[config.mk]
export PLATFORM = sky130hd
export DESIGN_NAME = vert_field_detector
export DESIGN_NICKNAME = d
export VERILOG_FILES = /design/src/rtl/vsd_pkg.sv /design/src/rtl/vsd_integrator.sv /design/src/rtl/vsd_fallback_timer.sv /design/src/rtl/vsd_line_phase.sv /design/src/rtl/vert_field_detector.sv
export SDC_FILE = /design/constraint.sdc
export NUM_CORES = 1
export LEC_CHECK = 0
export BUFFER_PORTS_ARGS = -buffer_cell sky130_fd_sc_hd__buf_2
export CORE_UTILIZATION = 55
export CTS_CLUSTER_DIAMETER = 50
export DETAILED_ROUTE_END_ITERATION = 8
export PLACE_DENSITY = 0.76
export RECOVER_POWER = 50
export SLEW_MARGIN = 20
export SYNTH_ARGS = -nofsm -noshare
export SYNTH_HDL_FRONTEND = slang
export SYNTH_SLANG_ARGS = --single-unit
[constraint.sdc]
create_clock -name clk -period 2.4 [get_ports clk]
set_input_delay 0.24 -clock clk [delete_from_list [all_inputs] [get_ports clk]]
set_output_delay 0.24 -clock clk [all_outputs]
set_load 0.02 [all_outputs]
[src/rtl/vsd_pkg.sv]
package vsd_pkg;

    typedef enum logic [1:0] {
        V_IDLE   = 2'd0,
        V_ACTIVE = 2'd1,
        V_TAIL   = 2'd2
    } vphase_e;

    typedef struct packed {
        logic    sync;
        logic    hit;
        vphase_e ph;
        logic    vsync_n;
        logic    field_odd;
    } vsd_state_t;

endpackage

[src/rtl/vsd_integrator.sv]
module vsd_integrator #(
    parameter int INTEG_MAX  = 1200,
    parameter int THRESH     = 600,
    parameter int DECAY_STEP = 6,
    localparam int IW        = $clog2(INTEG_MAX + 1)
) (
    input  logic          clk,
    input  logic          rst_n,
    input  logic          csync_n,
    output logic          at_thresh,
    output logic [IW-1:0] level
);
    localparam logic [IW-1:0] LIM  = IW'(INTEG_MAX);
    localparam logic [IW-1:0] STEP = IW'(DECAY_STEP);
    localparam logic [IW-1:0] TH   = IW'(THRESH);

    logic [IW-1:0] level_d, level_q;

    always_comb begin
        if (!csync_n) begin
            level_d = (level_q >= LIM) ? LIM : level_q + IW'(1);
        end else begin
            level_d = (level_q > STEP) ? level_q - STEP : '0;
        end
    end

    always_ff @(posedge clk) begin
        if (!rst_n) level_q <= '0;
        else        level_q <= level_d;
    end

    assign at_thresh = (level_q >= TH);
    assign level     = level_q;

endmodule

[src/rtl/vsd_fallback_timer.sv]
module vsd_fallback_timer #(
    parameter int FALLBACK_CYC = 3250
) (
    input  logic clk,
    input  logic rst_n,
    input  logic csync_n,
    output logic expired
);
    localparam int FW = $clog2(FALLBACK_CYC + 1);
    localparam logic [FW-1:0] LIM = FW'(FALLBACK_CYC);

    logic [FW-1:0] cnt_d, cnt_q;

    always_comb begin
        if (csync_n)          cnt_d = '0;
        else if (cnt_q == LIM) cnt_d = LIM;
        else                  cnt_d = cnt_q + FW'(1);
    end

    always_ff @(posedge clk) begin
        if (!rst_n) cnt_q <= '0;
        else        cnt_q <= cnt_d;
    end

    assign expired = (cnt_q == LIM);

endmodule

[src/rtl/vsd_line_phase.sv]
module vsd_line_phase #(
    parameter int HALF_LINE = 1588
) (
    input  logic clk,
    input  logic rst_n,
    input  logic hpulse,
    input  logic capture,
    output logic odd_phase
);
    localparam int LMAX  = 4 * HALF_LINE;
    localparam int LW    = $clog2(LMAX + 1);
    localparam int QTR   = HALF_LINE / 2;
    localparam int UPPER = HALF_LINE + QTR;

    logic          hp_d, hp_q;
    logic [LW-1:0] cnt_d, cnt_q;
    logic [LW-1:0] cap_d, cap_q;

    always_comb begin
        hp_d = hpulse;
        if (hpulse && !hp_q)          cnt_d = '0;
        else if (cnt_q == LW'(LMAX))  cnt_d = cnt_q;
        else                          cnt_d = cnt_q + LW'(1);
        cap_d = capture ? cnt_q : cap_q;
    end

    always_ff @(posedge clk) begin
        if (!rst_n) begin
            hp_q  <= 1'b0;
            cnt_q <= '0;
            cap_q <= '0;
        end else begin
            hp_q  <= hp_d;
            cnt_q <= cnt_d;
            cap_q <= cap_d;
        end
    end

    assign odd_phase = (cap_q < LW'(QTR)) || (cap_q >= LW'(UPPER));

endmodule

[src/rtl/vert_field_detector.sv]
module vert_field_detector #(
    parameter int THRESH       = 600,
    parameter int INTEG_MAX    = 1200,
    parameter int DECAY_STEP   = 6,
    parameter int FALLBACK_CYC = 3250,
    parameter int HALF_LINE    = 1588
) (
    input  logic clk,
    input  logic rst_n,
    input  logic csync_n,
    input  logic hpulse,
    output logic vsync_n,
    output logic field_odd
);
    import vsd_pkg::*;

    localparam int IW = $clog2(INTEG_MAX + 1);

    vsd_state_t    s_d, s_q;
    logic [IW-1:0] integ_level;
    logic          at_thresh;
    logic          fb_expired;
    logic          odd_phase;
    logic          sync_rise;
    logic          sync_fall;
    logic          broad_pulse;

    assign sync_rise = !s_q.sync && csync_n;
    assign sync_fall = s_q.sync && !csync_n;

    vsd_integrator #(
        .INTEG_MAX (INTEG_MAX),
        .THRESH    (THRESH),
        .DECAY_STEP(DECAY_STEP)
    ) u_integ (
        .clk      (clk),
        .rst_n    (rst_n),
        .csync_n  (csync_n),
        .at_thresh(at_thresh),
        .level    (integ_level)
    );

    vsd_fallback_timer #(
        .FALLBACK_CYC(FALLBACK_CYC)
    ) u_fallback (
        .clk    (clk),
        .rst_n  (rst_n),
        .csync_n(csync_n),
        .expired(fb_expired)
    );

    vsd_line_phase #(
        .HALF_LINE(HALF_LINE)
    ) u_phase (
        .clk      (clk),
        .rst_n    (rst_n),
        .hpulse   (hpulse),
        .capture  (sync_fall),
        .odd_phase(odd_phase)
    );

    always_comb begin
        s_d         = s_q;
        s_d.sync    = csync_n;
        broad_pulse = s_q.hit | at_thresh;
        s_d.hit     = sync_fall ? 1'b0 : broad_pulse;
        case (s_q.ph)
            V_IDLE: begin
                if ((sync_rise && broad_pulse) || (!csync_n && fb_expired)) begin
                    s_d.ph        = V_ACTIVE;
                    s_d.vsync_n   = 1'b0;
                    s_d.field_odd = odd_phase;
                end
            end
            V_ACTIVE: begin
                if (sync_rise && !broad_pulse) s_d.ph = V_TAIL;
            end
            V_TAIL: begin
                if (sync_rise) begin
                    if (broad_pulse) begin
                        s_d.ph = V_ACTIVE;
                    end else begin
                        s_d.ph      = V_IDLE;
                        s_d.vsync_n = 1'b1;
                    end
                end
            end
            default: s_d.ph = V_IDLE;
        endcase
    end

    always_ff @(posedge clk) begin
        if (!rst_n) begin
            s_q.sync      <= 1'b1;
            s_q.hit       <= 1'b0;
            s_q.ph        <= V_IDLE;
            s_q.vsync_n   <= 1'b1;
            s_q.field_odd <= 1'b0;
        end else begin
            s_q <= s_d;
        end
    end

    assign vsync_n   = s_q.vsync_n;
    assign field_odd = s_q.field_odd;

endmodule

# [After elaboration in Yosys (flattened, before gate mapping)]
# Cells that the tools add are included.
[totals] register_bits=56 in_bits=4 out_inout_bits=2 wordCells=62
[classes] n_addsub=4 n_lt_le_gt_ge=5 n_eq_ne=8 n_mux=11 bitwise=2 reduce_logical=21
[ops] cell="two-way mux 11 bit" n=3
[ops] cell="adder 13 x 1 -> 13 bit (second input constant)" n=1
[ops] cell="== test 13 bit (second input constant)" n=1
[ops] cell="greater-or-equal comparator 13 x 12 -> 1 bit (second input constant)" n=1
[ops] cell="< comparator 13 x 10 -> 1 bit (second input constant)" n=1
[ops] cell="adder 12 x 1 -> 12 bit (second input constant)" n=1
[ops] cell="== test 12 bit (second input constant)" n=1
[ops] cell="two-way mux 12 bit" n=1
[ops] cell="adder 11 x 1 -> 11 bit (second input constant)" n=1
[ops] cell="greater-or-equal comparator 11 x 10 -> 1 bit (second input constant)" n=1
[ops] cell="greater-or-equal comparator 11 bit (second input constant)" n=1
[ops] cell="greater-than comparator 11 x 3 -> 1 bit (second input constant)" n=1
[ops] cell="subtractor 11 x 3 -> 11 bit (second input constant)" n=1
[ops] cell="inequality test 2 bit (second input constant)" n=4
[ops] cell="logical AND 1 bit" n=6
[ops] cell="case mux 2 bit (3 select lines)" n=1
[ops] cell="OR reduction 2 bit" n=3
[ops] cell="zero test 1 bit" n=4
[ops] cell="two-way mux 4 bit" n=1
[ops] cell="AND reduction 4 bit" n=1
[ops] cell="two-way mux 3 bit" n=1
[ops] cell="AND reduction 3 bit" n=1
[ops] cell="OR reduction 3 bit" n=1
[ops] cell="== test 2 x 1 -> 1 bit (second input constant)" n=1
[ops] cell="other kinds (10)" n=12

# [Depth between registers and ports, before layout]
# Gate-level depths: netlist of the first run.
[depth] ltp_word=6 ltp_mapped=7 ltp_nobuf=6

# [Cells and area by module]
# A second synthesis of the first run with hierarchy kept.
[hier_totals] cells_unflattened=331 hier_area_um2=2916.5
[modules_own_cells] module="vsd_line_phase" instances=1 cells_each=125 area_each_um2=1167.4 seq_area_each_um2=520.5
[modules_own_cells] module="vsd_integrator" instances=1 cells_each=116 area_each_um2=917.1 seq_area_each_um2=220.2
[modules_own_cells] module="vsd_fallback_timer" instances=1 cells_each=62 area_each_um2=563.0 seq_area_each_um2=240.2
[modules_own_cells] module="vert_field_detector" instances=1 cells_each=28 area_each_um2=269.0 seq_area_each_um2=120.1

# [Least setup slack after synthesis of the first run]
# OpenSTA, ideal clock, no wires.
[synth_path] path_type="register -> register" startpoint="register u_integ.level_q[1], in the netlist u_integ.level[1]" endpoint="register u_integ.level_q[3], in the netlist u_integ.level[3]" setup_time_ps=135 t_arrival_ps=1683 required_time_ps=2265 setup_slack_ps=581 path_stages_with_launch=7 path_buffers=1 period_less_slack_ps=1819 path_cell_list="dfxtp_1 > ha_1 > buf_2 > a211oi_1 > a31oi_1 > a221oi_1 > a211oi_1"
[synth_via] elab_chain_len=3 elab_cells_between_ends=7 cone_classes="add/sub: 2; order compare: 2; mux: 3"
[synth_rtl] item="start: declaration" line="vsd_integrator.sv:17" rtl="logic [IW-1:0] level_d, level_q;"
[synth_rtl] item="start signal: assignment" line="vsd_integrator.sv:29" rtl="else level_q <= level_d;"
[synth_rtl] item="adder 11 x 1 -> 11 bit, or another cell as far along" line="vsd_integrator.sv:21" rtl="level_d = (level_q >= LIM) ? LIM : level_q + IW'(1);"
[synth_rtl] item="two-way mux 11 bit, on equally long branches" line="vsd_integrator.sv:21, vsd_integrator.sv:23"
[synth_rtl] item="two-way mux 11 bit (*)" line="vsd_integrator.sv:20" rtl="if (!csync_n) begin"
# Mark *: on every way between the ends. The rest lies on a longest branch, timed or not.
# A chain may end at the register's enable or synchronous reset.

# [Worst setup path after layout of the first run]
[layout_path] startpoint="register u_integ.level_q[2], in the netlist u_integ.level[2]" endpoint="register u_integ.level_q[9], in the netlist u_integ.level[9]"
# The elaborated chain is that of the path after synthesis.

==> results of run 1 <==
where the power goes:
group          total, mW  internal [mW]  switching (mW)
logic              0.478          0.211           0.266
clock network      0.518          0.210           0.309
registers           1.12          0.979           0.139
layout by cell type (no fill, tap or decap), types with 3 or more instances in the layout:
| cell type | count |
|---|---|
| nor2_1 | 33 |
| dfxtp_1 | 55 |
| clkbuf_8 | 5 |
| or3_1 | 6 |
| mux2i_1 | 4 |
| nand2_1 | 43 |
| xor2_1 | 11 |
| nand3_1 | 13 |
| nor3_1 | 5 |
| nor2b_1 | 3 |
| and3_1 | 3 |
| and4_1 | 4 |
| a31oi_1 | 4 |
| a221oi_1 | 5 |
| nor4_1 | 5 |
| clkbuf_1 | 3 |
| nand4_1 | 6 |
| o21ai_1 | 5 |
| ha_1 | 7 |
| a22oi_1 | 3 |
| inv_1 | 17 |
| a21oi_1 | 24 |
| o21ai_0 | 13 |
| xnor2_1 | 7 |
metrics by stage:
stage          std cells  cell area (sq um)  hold slack (ns)  setup slack (ns)  utilization
4_1_cts              398               2890            0.136             0.339        0.604
2_1_floorplan        334               2760            0.362             0.581            -
6_report             398               2880            0.134             0.334        0.601
3_3_place_gp         390               2800            0.456             0.402        0.585
3_5_place_dp         390               2800            0.460             0.365        0.585
5_1_grt              398               2880            0.145             0.144        0.601
final timing paths:
check | to | slack (ns)
hold / removal | u_phase.hp_q | 0.13
setup / recovery | u_integ.level[9] | 0.33
setup reg to reg | u_integ.level[9] | 0.33
hold reg to reg | u_phase.cap_q[4] | 0.48
cells by family (layout without fill, tap and decap cells):
group / count (synthesis) / in the layout / share of synthesized area
and+or+nand+nor: 136 / 136 / 0.254
AOI/OAI and AO/OA: 79 / 79 / 0.191
DFF: 55 / 55 / 0.399
buffers and inverters: 35 / 32 / 0.0517
xor gates and xnor gates: 18 / 18 / 0.0572
adders and majority gates: 7 / 7 / 0.0318
muxes: 4 / 4 / 0.0145
routing by layer:
| layer | vias to the layer above | GRT usage | part of all wire |
|---|---|---|---|
| li1 | 1182 | - | - |
| met1 | 1071 | 0.297 | 0.51 |
| met2 | 33 | 0.346 | 0.45 |
| met3 | 4 | 0.0428 | 0.026 |
| met4 | 0 | 0.0784 | 0.0098 |
| met5 | - | 0 | 0 |
area by class of cell:
type | count | area share
Clock buffer | 5 | 0.0239
Clock inverter | 3 | 0.00783
Inverter | 17 | 0.0222
Multi-Input combinational cell | 244 | 0.522
Sequential cell | 55 | 0.383
Tap cell | 67 | 0.0291
Timing Repair Buffer | 7 | 0.0126
registers in the layout, indices dropped and copies added (netlist names):
register / count
s_q: 4
vsync_n: 1
u_phase.cap_q: 12
u_integ.level: 11
u_fallback.cnt_q: 12
u_phase.cnt_q: 13
field_odd: 1
u_phase.hp_q: 1
worst max-delay path: stages (launching register included):
cell and delay, ns:
dfxtp_1 0.42, ha_1 0.32, a211oi_1 0.16, a31oi_1 0.61, o21ai_0 0.18, a311oi_1 0.28
synth_stat cells (6+ instances only):
cell type	count
o21ai_0	13
nor2_1	33
dfxtp_1	55
buf_2	6
clkbuf_1	11
ha_1	7
nand4_1	6
xor2_1	11
xnor2_1	7
or3_1	6
nand3_1	12
a21oi_1	24
inv_1	16
nand2_1	43
==> impl_metrics.ini, run 1 <==
[clocking]
clock_sinks = 55
ctsHoldBuffers = 0
path_clk_slew_ns = 0.10
htreeDepth = 2
cts_tree = built
cts-resized-gates = 0
root_buffer = clkbuf_8
cts_buffers = 5
postCtsSetupBuffers = 0
clock_path_buffers = 2
clock_latency_ns = 0.31

[timing]
report.final.hold_viol_count = 0
setup_viol = 0
grt_setup_unrepaired = false
fmax_mhz = 484
slew_viol_final = 0
worst_pin_slew_ns = 0.808
relSlewSlack = 0.460
skew_ns = 0.0143
tns_ns = 0
fin_crit_ns = 2.07
period_share = 0.861

[synth]
synth_nets = 345
synth_top_cell_area_share = 0.399
syn-cell-area_sq_um = 2760
yosys_warnings = 0
syn_inst = 334
synth_area_leaders = dfxtp_1, nand2_1, nor2_1
synth_edf_count = 0
async_reset_ff_frac = 0
ys_seq_elements = 55
yosysSeqAreaShare = 0.399
syn_area_per_cell_sq_um = 8.25
synth.distinct_cells = 57
synth_ff_type = dfxtp_1
yosysTopAreaCell = dfxtp_1

[global_route]
grt_max_degree = 22
grt_pass1_vias = 2052
grt_overflow_total = 0
grt_usage = 0.219
grt_pass1_wl_mm = 9.12
antenna_found_initial = 0

[routing]
routed_wl_mm = 5.42
antenna_left = 0
drc = 0
first_iter_violations = 131
via_per_inst = 5.75
wl_per_cell_um = 13.6
drt_first_pass_iters = 4
via_count = 2290

[placed_design]
dp_hpwl_mm = 3.81
gp_congestion = 0.910
portBuffers = 5

[floorplanning]
start_util = 0.576
die_h_um = 72.8
dieArea_sq_um = 5300
die_w_um = 72.8
core_area_sq_um = 4790
ios = 6
rows = 25

[cells_and_area]
fill_cells = 453
regArea_sq_um = 1100
diodes = 0
multiInputGateArea_sq_um = 1500
final_layout_size_suffix_gt1_frac = 0.0514
nNetsFinal = 341
synthToLayoutAreaGrowth_pct = 4.36

[hold_path]
min_path_cells = 3
min_path_type = input pin to register
hold_path_startpoint = hpulse

[power_and_ir_drop]
fin_total_pwr_mw = 2.11
vdd_ir_drop_max_uv = 657
leakagePower_nw = 1.00
powerDensity_nw_per_um2 = 735

[worst_setup_path]
reg2reg_from = u_integ.level[2]
r2r_cells = 5
worstSetupPathType = register to register
cp-start-kind = register
critPathLaunch = u_integ.level[2]
critPathMaxFanout = 9
end_kind = register
required_ns = 2.63
cp.arrival_ns = 2.29

[run]
max_cap_violations = 0

[outcome]
status = completed
Power figures use the tool's default switching activity.
==> inputs of run 2 (changes only) <==
--- a/config.mk
+++ b/config.mk
@@ -5,11 +5,11 @@
 export SDC_FILE = /design/constraint.sdc
 export NUM_CORES = 1
 export LEC_CHECK = 0
-export BUFFER_PORTS_ARGS = -buffer_cell sky130_fd_sc_hd__buf_2
 export CORE_UTILIZATION = 55
 export CTS_CLUSTER_DIAMETER = 50
 export DETAILED_ROUTE_END_ITERATION = 8
-export PLACE_DENSITY = 0.76
+export DONT_BUFFER_PORTS = 1
+export PLACE_DENSITY = 0.75
 export RECOVER_POWER = 50
 export SLEW_MARGIN = 20
 export SYNTH_ARGS = -nofsm -noshare
==> impl_metrics.ini, run 2 (synthesis results as in run 1) <==
[outcome]
status = completed

[timing]
tns_ns = 0
slew_viol_final = 0
report.final.hold_viol_count = 0
relSlewSlack = 0.484
fmax_mhz = 467
fin_crit_ns = 2.14
worst_pin_slew_ns = 0.771
skew_ns = 0.00748
grt_setup_unrepaired = false
setup_viol = 0
period_share = 0.892

[worst_setup_path]
cp.arrival_ns = 2.37
r2r_cells = 5
r2r-end = u_integ.level[9]
worstSetupPathType = register to register
path_depth = 5
end_kind = register
crit_end = u_integ.level[9]
cp_cell_sequence = ha_1 -> a211oi_1 -> a31oi_1 -> o21ai_0 -> a311oi_1
critPathMaxFanout = 9
crit_family = compound AO/OA/AOI/OAI gates
reg2reg_slack_ns = 0.26
max_stage_delay_ns = 0.63
crit_buf_inv = 0
cpMaxStageDelayCell = a31oi_1
required_ns = 2.63
cp-start-kind = register
critPathLaunch = u_integ.level[2]
reg2reg_from = u_integ.level[2]

[routing]
first_iter_violations = 300
routed.top_layer = met4
routed_wl_mm = 5.56
wl_per_cell_um = 14.1
met2_length_mm = 2.42
via_per_inst = 5.94
met1Wirelength_mm = 2.68
drt_first_pass_iters = 4
drc = 0
antenna_left = 0
wl_met3_um = 343
via_count = 2341

[power_and_ir_drop]
leakagePower_nw = 0.988
powerDensity_nw_per_um2 = 736
vdd_ir_drop_max_uv = 375

[placed_design]
gp_congestion = 0.860
dp_hpwl_mm = 3.84
dp.cells = 385
portBuffers = 0
placed_area_sq_um = 2780

[cells_and_area]
top_regs = u_phase.cnt_q x13, u_fallback.cnt_q x12, u_phase.cap_q x12
final_common_cell = dfxtp_1
mostFrequentLayoutCells = dfxtp_1, nand2_1, nor2_1
final_layout_size_suffix_gt1_frac = 0.0428
synthToLayoutAreaGrowth_pct = 3.72
fill_cells = 420
nNetsFinal = 337
largest_reg_flops = 13
stdcell_count = 394
diodes = 0
postLayoutCellArea_sq_um = 2860
max_flop_register = u_phase.cnt_q

[clocking]
ctsHoldBuffers = 1
clock_sinks = 55
clock_latency_ns = 0.31
path_clk_slew_ns = 0.10
htreeDepth = 2
cts_tree = built
cts-resized-gates = 0
root_buffer = clkbuf_8
clock_path_buffers = 2
cts_buffers = 5
postCtsSetupBuffers = 0

[floorplanning]
rows = 25
start_util = 0.576
core_area_sq_um = 4790
die_h_um = 72.8
die_w_um = 72.8
dieArea_sq_um = 5300
ios = 6

[global_route]
grt_overflow_total = 0
grt_usage = 0.229
grt_pass1_wl_mm = 9.45
antenna_found_initial = 0
grt_pass1_vias = 2072
grt_max_degree = 22

[run]
max_cap_violations = 0

[hold_path]
min_path_type = input pin to register
run 2: changes by cell type in the layout (fill, tap and decap cells not counted):
cell	change
buf_2	-2
clkbuf_1	-2
clkinv_4	-1
clkinvlp_4	+1
dlygate4sd3_1	+1
inv_6	-1
run 2: report_power, final:
group	leakage (nW)	switching [mW]	total (mW)	internal, mW
Clock	0.0412	0.308	0.513	0.205
Combinational	0.500	0.257	0.468	0.211
Sequential	0.447	0.145	1.12	0.979
Total	0.988	0.710	2.10	1.39
run 2: cell type report:
cell class,count,area [sq um],area share
Sequential cell,55,1100,0.385
Tap cell,67,83.8,0.0293
Multi-Input combinational cell,244,1500,0.525
Clock buffer,6,72.6,0.0254
Clock inverter,2,12.5,0.00438
Timing Repair Buffer,3,25.0,0.00875
Inverter,17,63.8,0.0223
run 2: metal layers:
| metal | vias up | global-route usage |
|---|---|---|
| met5 | - | 0 |
| met1 | 1076 | 0.327 |
| met4 | 0 | 0.118 |
| li1 | 1175 | - |
| met2 | 77 | 0.326 |
| met3 | 13 | 0.0456 |
run 2: worst min path at each step:
stage / startpoint / endpoint / slack [ns] / cells after the start
floorplan: hpulse / u_phase.hp_q / 0.36 / 2
global placement: rst_n / vsync_n / 0.33 / 1
detailed placement: rst_n / vsync_n / 0.33 / 1
CTS: rst_n / u_integ.level[6] / 0.04 / 1
global route: rst_n / u_integ.level[6] / 0.02 / 1
finish: rst_n / u_integ.level[6] / 0.04 / 1
run 2: worst register-to-register path, delay by kind of cell, from the launching register on:
family	cells	cell delay (ns)
compound gates	4	1.28
fa+ha+maj	1	0.34
flops	1	0.44
run 2: through the flow:
| step | utilization | power, mW | hold WS (ns) | worst slack (ns) |
|---|---|---|---|---|
| 4_1_cts | 0.600 | 2.10 | 0.0390 | 0.306 |
| 3_3_place_gp | 0.580 | 1.58 | 0.328 | 0.427 |
| 2_1_floorplan | - | 1.51 | 0.362 | 0.581 |
| 5_1_grt | 0.597 | 2.22 | 0.0239 | 0.112 |
| 3_5_place_dp | 0.580 | 1.60 | 0.333 | 0.339 |
| 6_report | 0.597 | 2.10 | 0.0431 | 0.258 |
==> inputs of run 3 (changes only) <==
--- a/config.mk
+++ b/config.mk
@@ -5,11 +5,13 @@
 export SDC_FILE = /design/constraint.sdc
 export NUM_CORES = 1
 export LEC_CHECK = 0
-export CORE_UTILIZATION = 55
+export CELL_PAD_IN_SITES_DETAIL_PLACEMENT = 1
+export CELL_PAD_IN_SITES_GLOBAL_PLACEMENT = 2
+export CORE_UTILIZATION = 39
 export CTS_CLUSTER_DIAMETER = 50
 export DETAILED_ROUTE_END_ITERATION = 8
 export DONT_BUFFER_PORTS = 1
-export PLACE_DENSITY = 0.75
+export PLACE_DENSITY = 0.84
 export RECOVER_POWER = 50
 export SLEW_MARGIN = 20
 export SYNTH_ARGS = -nofsm -noshare
==> impl_metrics.ini, run 3 (synthesis results as in run 1) <==
[cells_and_area]
synthToLayoutAreaGrowth_pct = 7.31
max_flop_register = u_phase.cnt_q
fill_cells = 837
nNetsFinal = 340
diodes = 0
multiInputGateArea_sq_um = 1510
final_layout_size_suffix_gt1_frac = 0.0606
regArea_sq_um = 1100
top_regs = u_phase.cnt_q x13, u_fallback.cnt_q x12, u_phase.cap_q x12
final_util = 0.435
largest_reg_flops = 13
final_common_cell = dfxtp_1
mostFrequentLayoutCells = dfxtp_1, nand2_1, nor2_1

[floorplanning]
core_area_sq_um = 6790
start_util = 0.406
ios = 6
rows = 30
die_w_um = 86.1
die_h_um = 86.1
dieArea_sq_um = 7410

[global_route]
grt_pass1_wl_mm = 11.4
antenna_found_initial = 0
grt_usage = 0.194
grt_max_degree = 22
grt_overflow_total = 0
grt_pass1_vias = 2328

[worst_setup_path]
r2r_cells = 5
cp-start-kind = register
end_kind = register
critPathMaxFanout = 9
required_ns = 2.58
worstSetupPathType = register to register
cp.arrival_ns = 2.27

[clocking]
postCtsSetupBuffers = 0
root_buffer = clkbuf_8
clock_latency_ns = 0.31
cts-resized-gates = 0
htreeDepth = 2
cts_tree = built
cts_buffers = 5
ctsHoldBuffers = 0
clock_sinks = 55
clock_path_buffers = 2
path_clk_slew_ns = 0.11

[placed_design]
gp_congestion = 0.856
dp_hpwl_mm = 4.75
portBuffers = 0

[routing]
antenna_left = 0
first_iter_violations = 97
via_count = 2352
via_per_inst = 5.52
wl_per_cell_um = 15.6
drt_first_pass_iters = 4
drc = 0
routed_wl_mm = 6.63

[timing]
tns_ns = 0
setup_viol = 0
fmax_mhz = 478
fin_hold_ws_ns = 0.0204
relSlewSlack = 0.468
worst_pin_slew_ns = 0.796
slew_viol_final = 0
skew_ns = 0.00932
report.final.hold_viol_count = 0
period_share = 0.871
grt_setup_unrepaired = false
fin_crit_ns = 2.09

[power_and_ir_drop]
vdd_ir_drop_max_uv = 313
leakagePower_nw = 1.03
powerDensity_nw_per_um2 = 782

[run]
max_cap_violations = 0

[outcome]
status = completed

[hold_path]
min_path_cells = 1
min_path_type = input pin to register
-- run 3: changes by cell type in the layout (fill, tap and decap cells not counted) --
| cell | delta |
|---|---|
| clkinv_2 | -1 |
| a31oi_2 | +1 |
| clkbuf_1 | -1 |
| dlygate4sd3_1 | -1 |
| inv_6 | +1 |
| clkinvlp_4 | -1 |
| clkbuf_8 | +1 |
| bufinv_16 | +1 |
| buf_4 | +4 |
| a31oi_1 | -1 |
-- run 3: report_power, final --
| group | internal [mW] | total [mW] | switching, mW | leakage [nW] |
|---|---|---|---|---|
| Clock | 0.344 | 0.667 | 0.323 | 0.0618 |
| Sequential | 0.979 | 1.09 | 0.112 | 0.447 |
| Combinational | 0.235 | 0.556 | 0.320 | 0.518 |
-- run 3: stage by stage --
stage	total power, mW	instance area, sq um	setup slack [ns]	std cells
floorplan	1.51	2760	0.581	334
global placement	1.63	2840	0.367	418
detailed placement	1.66	2840	0.192	418
CTS	2.33	2960	0.155	426
global route	2.45	2960	0.186	426
finish	2.31	2960	0.309	426
-- run 3: layer usage --
| metal | vias up | wire, um | GRT usage |
|---|---|---|---|
| met5 | - | 0 | 0 |
| met4 | 0 | 49 | 0.0364 |
| met3 | 7 | 154 | 0.0395 |
| met2 | 20 | 3050 | 0.309 |
| met1 | 1142 | 3370 | 0.274 |
| li1 | 1183 | - | - |
-- run 3: path summary, 6_finish.rpt --
path,startpoint,end,slack [ns]
worst max-delay path,u_integ.level[1],u_integ.level[3],0.31
worst min-delay path,rst_n,vsync_n,0.02
worst max register to register,u_integ.level[1],u_integ.level[3],0.31
worst min register to register,u_phase.cap_q[8],u_phase.cap_q[8],0.48
-- run 3: worst max-delay path, cell delays in order (launching register included) --
cell	delay (ns)
dfxtp_1	0.37
ha_1	0.33
a211oi_1	0.51
a31oi_2	0.29
a221oi_1	0.37
a211oi_1	0.08
-- run 3: layout make-up --
type                            instances  share of cell area
Clock inverter                          2              0.0131
Timing Repair Buffer                    6              0.0152
Inverter                               17              0.0216
Multi-Input combinational cell        244               0.509
Clock buffer                            6              0.0279
Sequential cell                        55               0.372
Tap cell                               96              0.0406
